--- src/rtl/gpio_irq_pkg.sv ---
package gpio_irq_pkg;

  localparam int ADDR_W = 12;

  localparam logic [ADDR_W-1:0] OFF_SENSE  = 12'h404;
  localparam logic [ADDR_W-1:0] OFF_BOTH   = 12'h408;
  localparam logic [ADDR_W-1:0] OFF_EVENT  = 12'h40C;
  localparam logic [ADDR_W-1:0] OFF_MASK   = 12'h410;
  localparam logic [ADDR_W-1:0] OFF_RAW    = 12'h414;
  localparam logic [ADDR_W-1:0] OFF_MASKED = 12'h418;
  localparam logic [ADDR_W-1:0] OFF_CLEAR  = 12'h41C;

  typedef enum logic [2:0] {
    RD_NONE,
    RD_SENSE,
    RD_BOTH,
    RD_EVENT,
    RD_MASK,
    RD_RAW,
    RD_MASKED
  } rdSel_e;

  typedef struct packed {
    logic   wrSense;
    logic   wrBoth;
    logic   wrEvent;
    logic   wrMask;
    logic   wrClear;
    rdSel_e rdSel;
  } strobes_t;

endpackage

--- src/rtl/gpio_irq_ctrl.sv ---
module gpio_irq_ctrl
  import gpio_irq_pkg::*;
(
  input  logic              clk,
  input  logic              rstN,
  input  logic              busWrEn,
  input  logic [ADDR_W-1:0] busAddr,
  output strobes_t          strb
);

  always_comb begin
    strb         = '0;
    strb.rdSel   = RD_NONE;
    unique case (busAddr)
      OFF_SENSE:  begin strb.wrSense = busWrEn; strb.rdSel = RD_SENSE;  end
      OFF_BOTH:   begin strb.wrBoth  = busWrEn; strb.rdSel = RD_BOTH;   end
      OFF_EVENT:  begin strb.wrEvent = busWrEn; strb.rdSel = RD_EVENT;  end
      OFF_MASK:   begin strb.wrMask  = busWrEn; strb.rdSel = RD_MASK;   end
      OFF_RAW:    strb.rdSel = RD_RAW;
      OFF_MASKED: strb.rdSel = RD_MASKED;
      OFF_CLEAR:  strb.wrClear = busWrEn;
      default:    strb.rdSel = RD_NONE;
    endcase
  end

  AST_ONE_WRITE_STROBE: assert property (@(posedge clk) disable iff (!rstN)
    $onehot0({strb.wrSense, strb.wrBoth, strb.wrEvent, strb.wrMask, strb.wrClear}))
    else $error("more than one register write strobe");

  AST_NO_STROBE_IDLE: assert property (@(posedge clk) disable iff (!rstN)
    !busWrEn |-> !(strb.wrSense || strb.wrBoth || strb.wrEvent || strb.wrMask || strb.wrClear))
    else $error("write strobe without bus write");

endmodule

--- src/rtl/gpio_irq_dp.sv ---
module gpio_irq_dp
  import gpio_irq_pkg::*;
#(
  parameter int NUM_PINS = 8
)(
  input  logic                clk,
  input  logic                rstN,
  input  logic [NUM_PINS-1:0] pinIn,
  input  logic [NUM_PINS-1:0] pinDir,
  input  strobes_t            strb,
  input  logic [NUM_PINS-1:0] wrData,
  output logic [NUM_PINS-1:0] rdData,
  output logic                irqOut
);

  logic [NUM_PINS-1:0] senseReg, bothReg, eventReg, maskReg, statusReg;
  logic [NUM_PINS-1:0] prevIn;
  logic [NUM_PINS-1:0] setVec, clrVec, edgeHit, levelHit;

  // per-pin detection, chosen by the three mode bits
  for (genvar i = 0; i < NUM_PINS; i++) begin : gPin
    logic isInput, changed, atEvent;
    assign isInput     = !pinDir[i];
    assign changed     = pinIn[i] ^ prevIn[i];
    assign atEvent     = (pinIn[i] == eventReg[i]);
    assign edgeHit[i]  = isInput && !senseReg[i] && changed && (bothReg[i] || atEvent);
    assign levelHit[i] = isInput && senseReg[i] && atEvent;
    assign setVec[i]   = edgeHit[i] || levelHit[i];

    AST_BOTH_EDGE_SETS: assert property (@(posedge clk) disable iff (!rstN)
      (!pinDir[i] && !senseReg[i] && bothReg[i] && (pinIn[i] != prevIn[i])) |=> statusReg[i])
      else $error("any-edge change not latched");

    AST_LEVEL_SETS: assert property (@(posedge clk) disable iff (!rstN)
      (!pinDir[i] && senseReg[i] && (pinIn[i] == eventReg[i])) |=> statusReg[i])
      else $error("active level not latched");

    AST_OUTPUT_QUIET: assert property (@(posedge clk) disable iff (!rstN)
      (pinDir[i] && !statusReg[i]) |=> !statusReg[i])
      else $error("output pin set status");

    AST_STATUS_STICKY: assert property (@(posedge clk) disable iff (!rstN)
      (statusReg[i] && !(strb.wrClear && wrData[i])) |=> statusReg[i])
      else $error("status lost without clear");
  end

  assign clrVec = strb.wrClear ? wrData : '0;

  always_ff @(posedge clk) begin
    if (!rstN) begin
      senseReg  <= '0;
      bothReg   <= '0;
      eventReg  <= '0;
      maskReg   <= '0;
      statusReg <= '0;
      prevIn    <= '0;
    end else begin
      if (strb.wrSense) senseReg <= wrData;
      if (strb.wrBoth)  bothReg  <= wrData;
      if (strb.wrEvent) eventReg <= wrData;
      if (strb.wrMask)  maskReg  <= wrData;
      statusReg <= (statusReg & ~clrVec) | setVec;
      prevIn    <= pinIn;
    end
  end

  always_comb begin
    unique case (strb.rdSel)
      RD_SENSE:  rdData = senseReg;
      RD_BOTH:   rdData = bothReg;
      RD_EVENT:  rdData = eventReg;
      RD_MASK:   rdData = maskReg;
      RD_RAW:    rdData = statusReg;
      RD_MASKED: rdData = statusReg & maskReg;
      default:   rdData = '0;
    endcase
  end

  assign irqOut = |(statusReg & maskReg);

  AST_MASK_GATES: assert property (@(posedge clk) disable iff (!rstN)
    (maskReg == '0) |-> !irqOut)
    else $error("request with empty mask");

endmodule

--- src/rtl/gpio_irq_detect.sv ---
module gpio_irq_detect
  import gpio_irq_pkg::*;
#(
  parameter int NUM_PINS = 8
)(
  input  logic                clk,
  input  logic                rstN,
  input  logic [NUM_PINS-1:0] pinIn,
  input  logic [NUM_PINS-1:0] pinDir,
  input  logic                busWrEn,
  input  logic [ADDR_W-1:0]   busAddr,
  input  logic [NUM_PINS-1:0] busWrData,
  output logic [NUM_PINS-1:0] busRdData,
  output logic                irqOut
);

  strobes_t strb;

  gpio_irq_ctrl uCtrl (
    .clk     (clk),
    .rstN    (rstN),
    .busWrEn (busWrEn),
    .busAddr (busAddr),
    .strb    (strb)
  );

  gpio_irq_dp #(.NUM_PINS(NUM_PINS)) uDp (
    .clk    (clk),
    .rstN   (rstN),
    .pinIn  (pinIn),
    .pinDir (pinDir),
    .strb   (strb),
    .wrData (busWrData),
    .rdData (busRdData),
    .irqOut (irqOut)
  );

endmodule

--- config.mk ---
export PLATFORM = sky130hd
export DESIGN_NAME = gpio_irq_detect
export DESIGN_NICKNAME = d
export VERILOG_FILES = /design/src/rtl/gpio_irq_pkg.sv /design/src/rtl/gpio_irq_ctrl.sv /design/src/rtl/gpio_irq_dp.sv /design/src/rtl/gpio_irq_detect.sv
export SDC_FILE = /design/constraint.sdc
export NUM_CORES = 1
export LEC_CHECK = 0
export BUFFER_PORTS_ARGS = -buffer_cell sky130_fd_sc_hd__buf_2
export CAP_MARGIN = 20
export CORE_ASPECT_RATIO = 1.4
export CORE_MARGIN = 8
export CORE_UTILIZATION = 30
export CTS_BUF_LIST = sky130_fd_sc_hd__clkbuf_4
export DETAILED_ROUTE_END_ITERATION = 16
export REMOVE_ABC_BUFFERS = 1
export SLEW_MARGIN = 20
export SYNTH_ARGS = -nofsm -noshare
export SYNTH_HDL_FRONTEND = slang
export SYNTH_SLANG_ARGS = --single-unit
--- constraint.sdc ---
create_clock -name clk -period 1.64 [get_ports clk]
set_input_delay 0.328 -clock clk [delete_from_list [all_inputs] [get_ports clk]]
set_output_delay 0.328 -clock clk [all_outputs]
set_load 0.02 [all_outputs]
==> flow_metrics.py <==
metrics = {
    "setup_path": {
        "required_ps": 1310,
        "reg2reg_from": "uDp.eventReg[1]",
        "r2r_slack_ps": 450,
        "cp.depth": 4,
        "end_kind": "output port",
        "startpoint_type": "flop",
        "path_class": "reg2out",
        "cpPeakStageDelay_ps": 350,
        "critical_path.cell_chain": "mux2_4 -> a221oi_4 -> a211oi_4 -> buf_6",
        "critPathSlowestCell": "dfxtp_2",
        "reg2reg_to": "uDp.statusReg[1]",
        "critPathMaxFanout": 2,
        "crit_family": "flip-flops",
        "worst_r2r_path_depth": 5,
        "cp_data_arrival_time_ps": 1490,
        "critPathBufInv": 1,
    },
    "synthesis": {
        "synth.distinct_cells": 31,
        "synth_area_leaders": "dfxtp_1 37%, mux2i_1 12%, nor2b_1 9.8%",
        "synth_top_family_by_area": "simple AND/OR/NAND/NOR gates",
        "yosysWarnings": 0,
        "synthSimpleGateAreaFrac": 0.221,
        "synth.cells.most_frequent": "48 x dfxtp_1, 41 x nor2b_1, 32 x mux2i_1",
        "yosysTopAreaCellShare": 0.367,
        "ys.flop_type": "dfxtp_1",
        "synth_compound_area_frac": 0.149,
        "muxShareOfSynthArea": 0.157,
        "ys_ff_latch": 48,
        "yosys.area_share.xor_xnor": 0.0803,
        "synth_edf_count": 0,
        "synth_adder_area_share": 0,
        "ys_seq_area_frac": 0.367,
        "synth-async-reset-ratio": 0,
        "yosys.area.top_type": "dfxtp_1",
        "yosysMostFrequentCell": "dfxtp_1",
        "netlist_instances": 267,
        "syn_area_um2": 2620,
        "syn_area_per_cell_um2": 9.80,
    },
    "job": {
        "maxCapViolations": 0,
    },
    "clock_tree": {
        "ctsHtreeMaxLevel": 2,
        "cts_root_buffer": "clkbuf_4",
        "clk_pin_slew_ps": 150,
        "hold_buffers": 0,
        "clockBufferDepth": 2,
        "cts_tree": "built",
        "cts_sinks": 48,
        "insertion_delay_ps": 380,
        "cts_buffers": 5,
    },
    "finish": {
        "areaGrowthSynthToFinish_pct": 39.0,
        "final_area_um2": 3640,
        "nNetsFinal": 394,
        "nFillCells": 824,
        "final_layout_size_suffix_gt1_frac": 0.456,
        "layout.cells.non_filler": 461,
    },
    "global_route": {
        "grt_antenna_before_repair": 1,
        "grt_max_degree": 57,
        "overflow": 0,
        "grt_pass1_vias": 2357,
        "grt_usage": 0.123,
        "grt_pass1_wl_um": 11900,
    },
    "placement": {
        "gp_congestion": 0.813,
        "io_buffer_count": 47,
        "placed_cell_area_um2": 3170,
        "dp.cells": 436,
        "dp_hpwl_um": 5270,
    },
    "timing": {
        "clock_skew_ps": 4.42,
        "hold_ws_ps": 182,
        "fin_setup_tns_ps": -1340,
        "drv_slew": 0,
        "fin_crit_ps": 1820,
        "rsz0062_at_grt": "yes",
        "setup_viol": 9,
        "worst_slew_pin_slew_ps": 828,
        "slew_headroom": 0.448,
        "post-route-period-util": 1.11,
        "worst_slack_ps": -178,
        "fmax_ghz": 0.550,
        "hold_viol": 0,
    },
    "die": {
        "start_util": 0.306,
        "die_h_um": 127,
        "core_area_um2": 8560,
        "die-area_um2": 12000,
        "die_w_um": 94.9,
        "num_rows": 40,
        "io_pins": 48,
    },
    "route": {
        "drc": 0,
        "wl_um": 7330,
        "post_drt_wl_per_cell_um": 15.9,
        "firstDrtPassIters": 4,
        "vias": 2333,
        "viasPerCell": 5.06,
        "drtIter0Drc": 140,
        "drtAntennaViolNets": 0,
    },
    "pwr": {
        "cellPowerDensity_nw_per_um2": 565,
        "ir_drop_mv": 0.287,
        "power.leakage_nw": 1.68,
        "total_power_mw": 2.06,
    },
    "worst_hold_path": {
        "hp-start": "pinIn[6]",
        "whs_endpoint": "uDp.prevIn[6]",
        "whs_path_depth": 2,
        "holdCritPathClass": "in2reg",
    },
    "run_status": {
        "violations": "negative setup slack",
        "status": "finished, violations left",
    },
}
## worst max path at each step
stage	start	to	slack (ps)
2_1_floorplan	busAddr[9]	busRdData[0]	-270
3_3_place_gp	busAddr[9]	busRdData[1]	-240
3_5_place_dp	busAddr[9]	busRdData[6]	-290
4_1_cts	busAddr[11]	busRdData[4]	-220
5_1_grt	uDp.eventReg[7]	busRdData[7]	-250
6_report	uDp.senseReg[4]	busRdData[4]	-180
## power breakdown
group,switching [mW],internal (mW)
Clock,0.385,0.175
Combinational,0.149,0.145
Sequential,0.0194,1.18
Total,0.554,1.50
## cells by family (layout without fill, tap and decap cells)
group                     count (synthesis)  in the layout
other                                     0              1
xor gates and xnor gates                 24             24
DFF                                      48             48
buffers and inverters                    14            102
AOI/OAI and AO/OA                        52             52
and+or+nand+nor                          89             89
muxes                                    40             40
## routing by layer
metal | vias to the layer above | GRT usage | wire length, um
met3 | 13 | 0.0236 | 272
met5 | - | 0 | 0
li1 | 1153 | - | -
met4 | 0 | 0.0572 | 170
met1 | 1112 | 0.149 | 3260
met2 | 55 | 0.203 | 3620
## state kept, by name, indices dropped and copies added (netlist names)
name	cells
uDp.statusReg	8
uDp.maskReg	8
uDp.prevIn	8
uDp.eventReg	8
uDp.bothReg	8
uDp.senseReg	8
## stage by stage
| stage | setup WS [ps] | utilization |
|---|---|---|
| after floorplan | -274 | - |
| after global placement | -235 | 0.371 |
| after detailed placement | -291 | 0.371 |
| after CTS | -216 | 0.416 |
| after global routing | -252 | 0.425 |
| final | -178 | 0.425 |
## cell type report
| type | instances | area [um^2] | share of cell area |
|---|---|---|---|
| multi-input combinational | 205 | 1780 | 0.489 |
| sequential | 48 | 1000 | 0.275 |
| timing repair buffer | 94 | 669 | 0.184 |
| tap | 105 | 131 | 0.0361 |
| clock buffer | 6 | 45.0 | 0.0124 |
| clock inverter | 1 | 5.00 | 0.00138 |
| inverter | 1 | 3.75 | 0.00103 |
| antenna | 1 | 2.50 | 0.000688 |
## placed cells by master (no fill, tap or decap), drive strengths merged
cell type,count
buf,94
nor2,2
nand4,5
a32o,8
dfxtp,48
nor3,1
a221oi,8
and2,8
o21ai,16
and4b,1
nand2,16
clkinv,2
and4,2
and4bb,1
nor4bb,2
a32oi,8
xnor2,8
mux2i,32
a211oi,8
a22oi,4
nor4b,1
nor2b,41
mux2,8
nand2b,8
xor2,16
nand3,1
diode,1
clkbuf,6
## timing repair
item / CTS / global route
setup buffers: 15 / 2
resized for setup: 64 / 13
setup endpoints to repair: 9 / 9
pin swaps: 9 / 6
No activity file was read; power rests on OpenSTA's default activity.
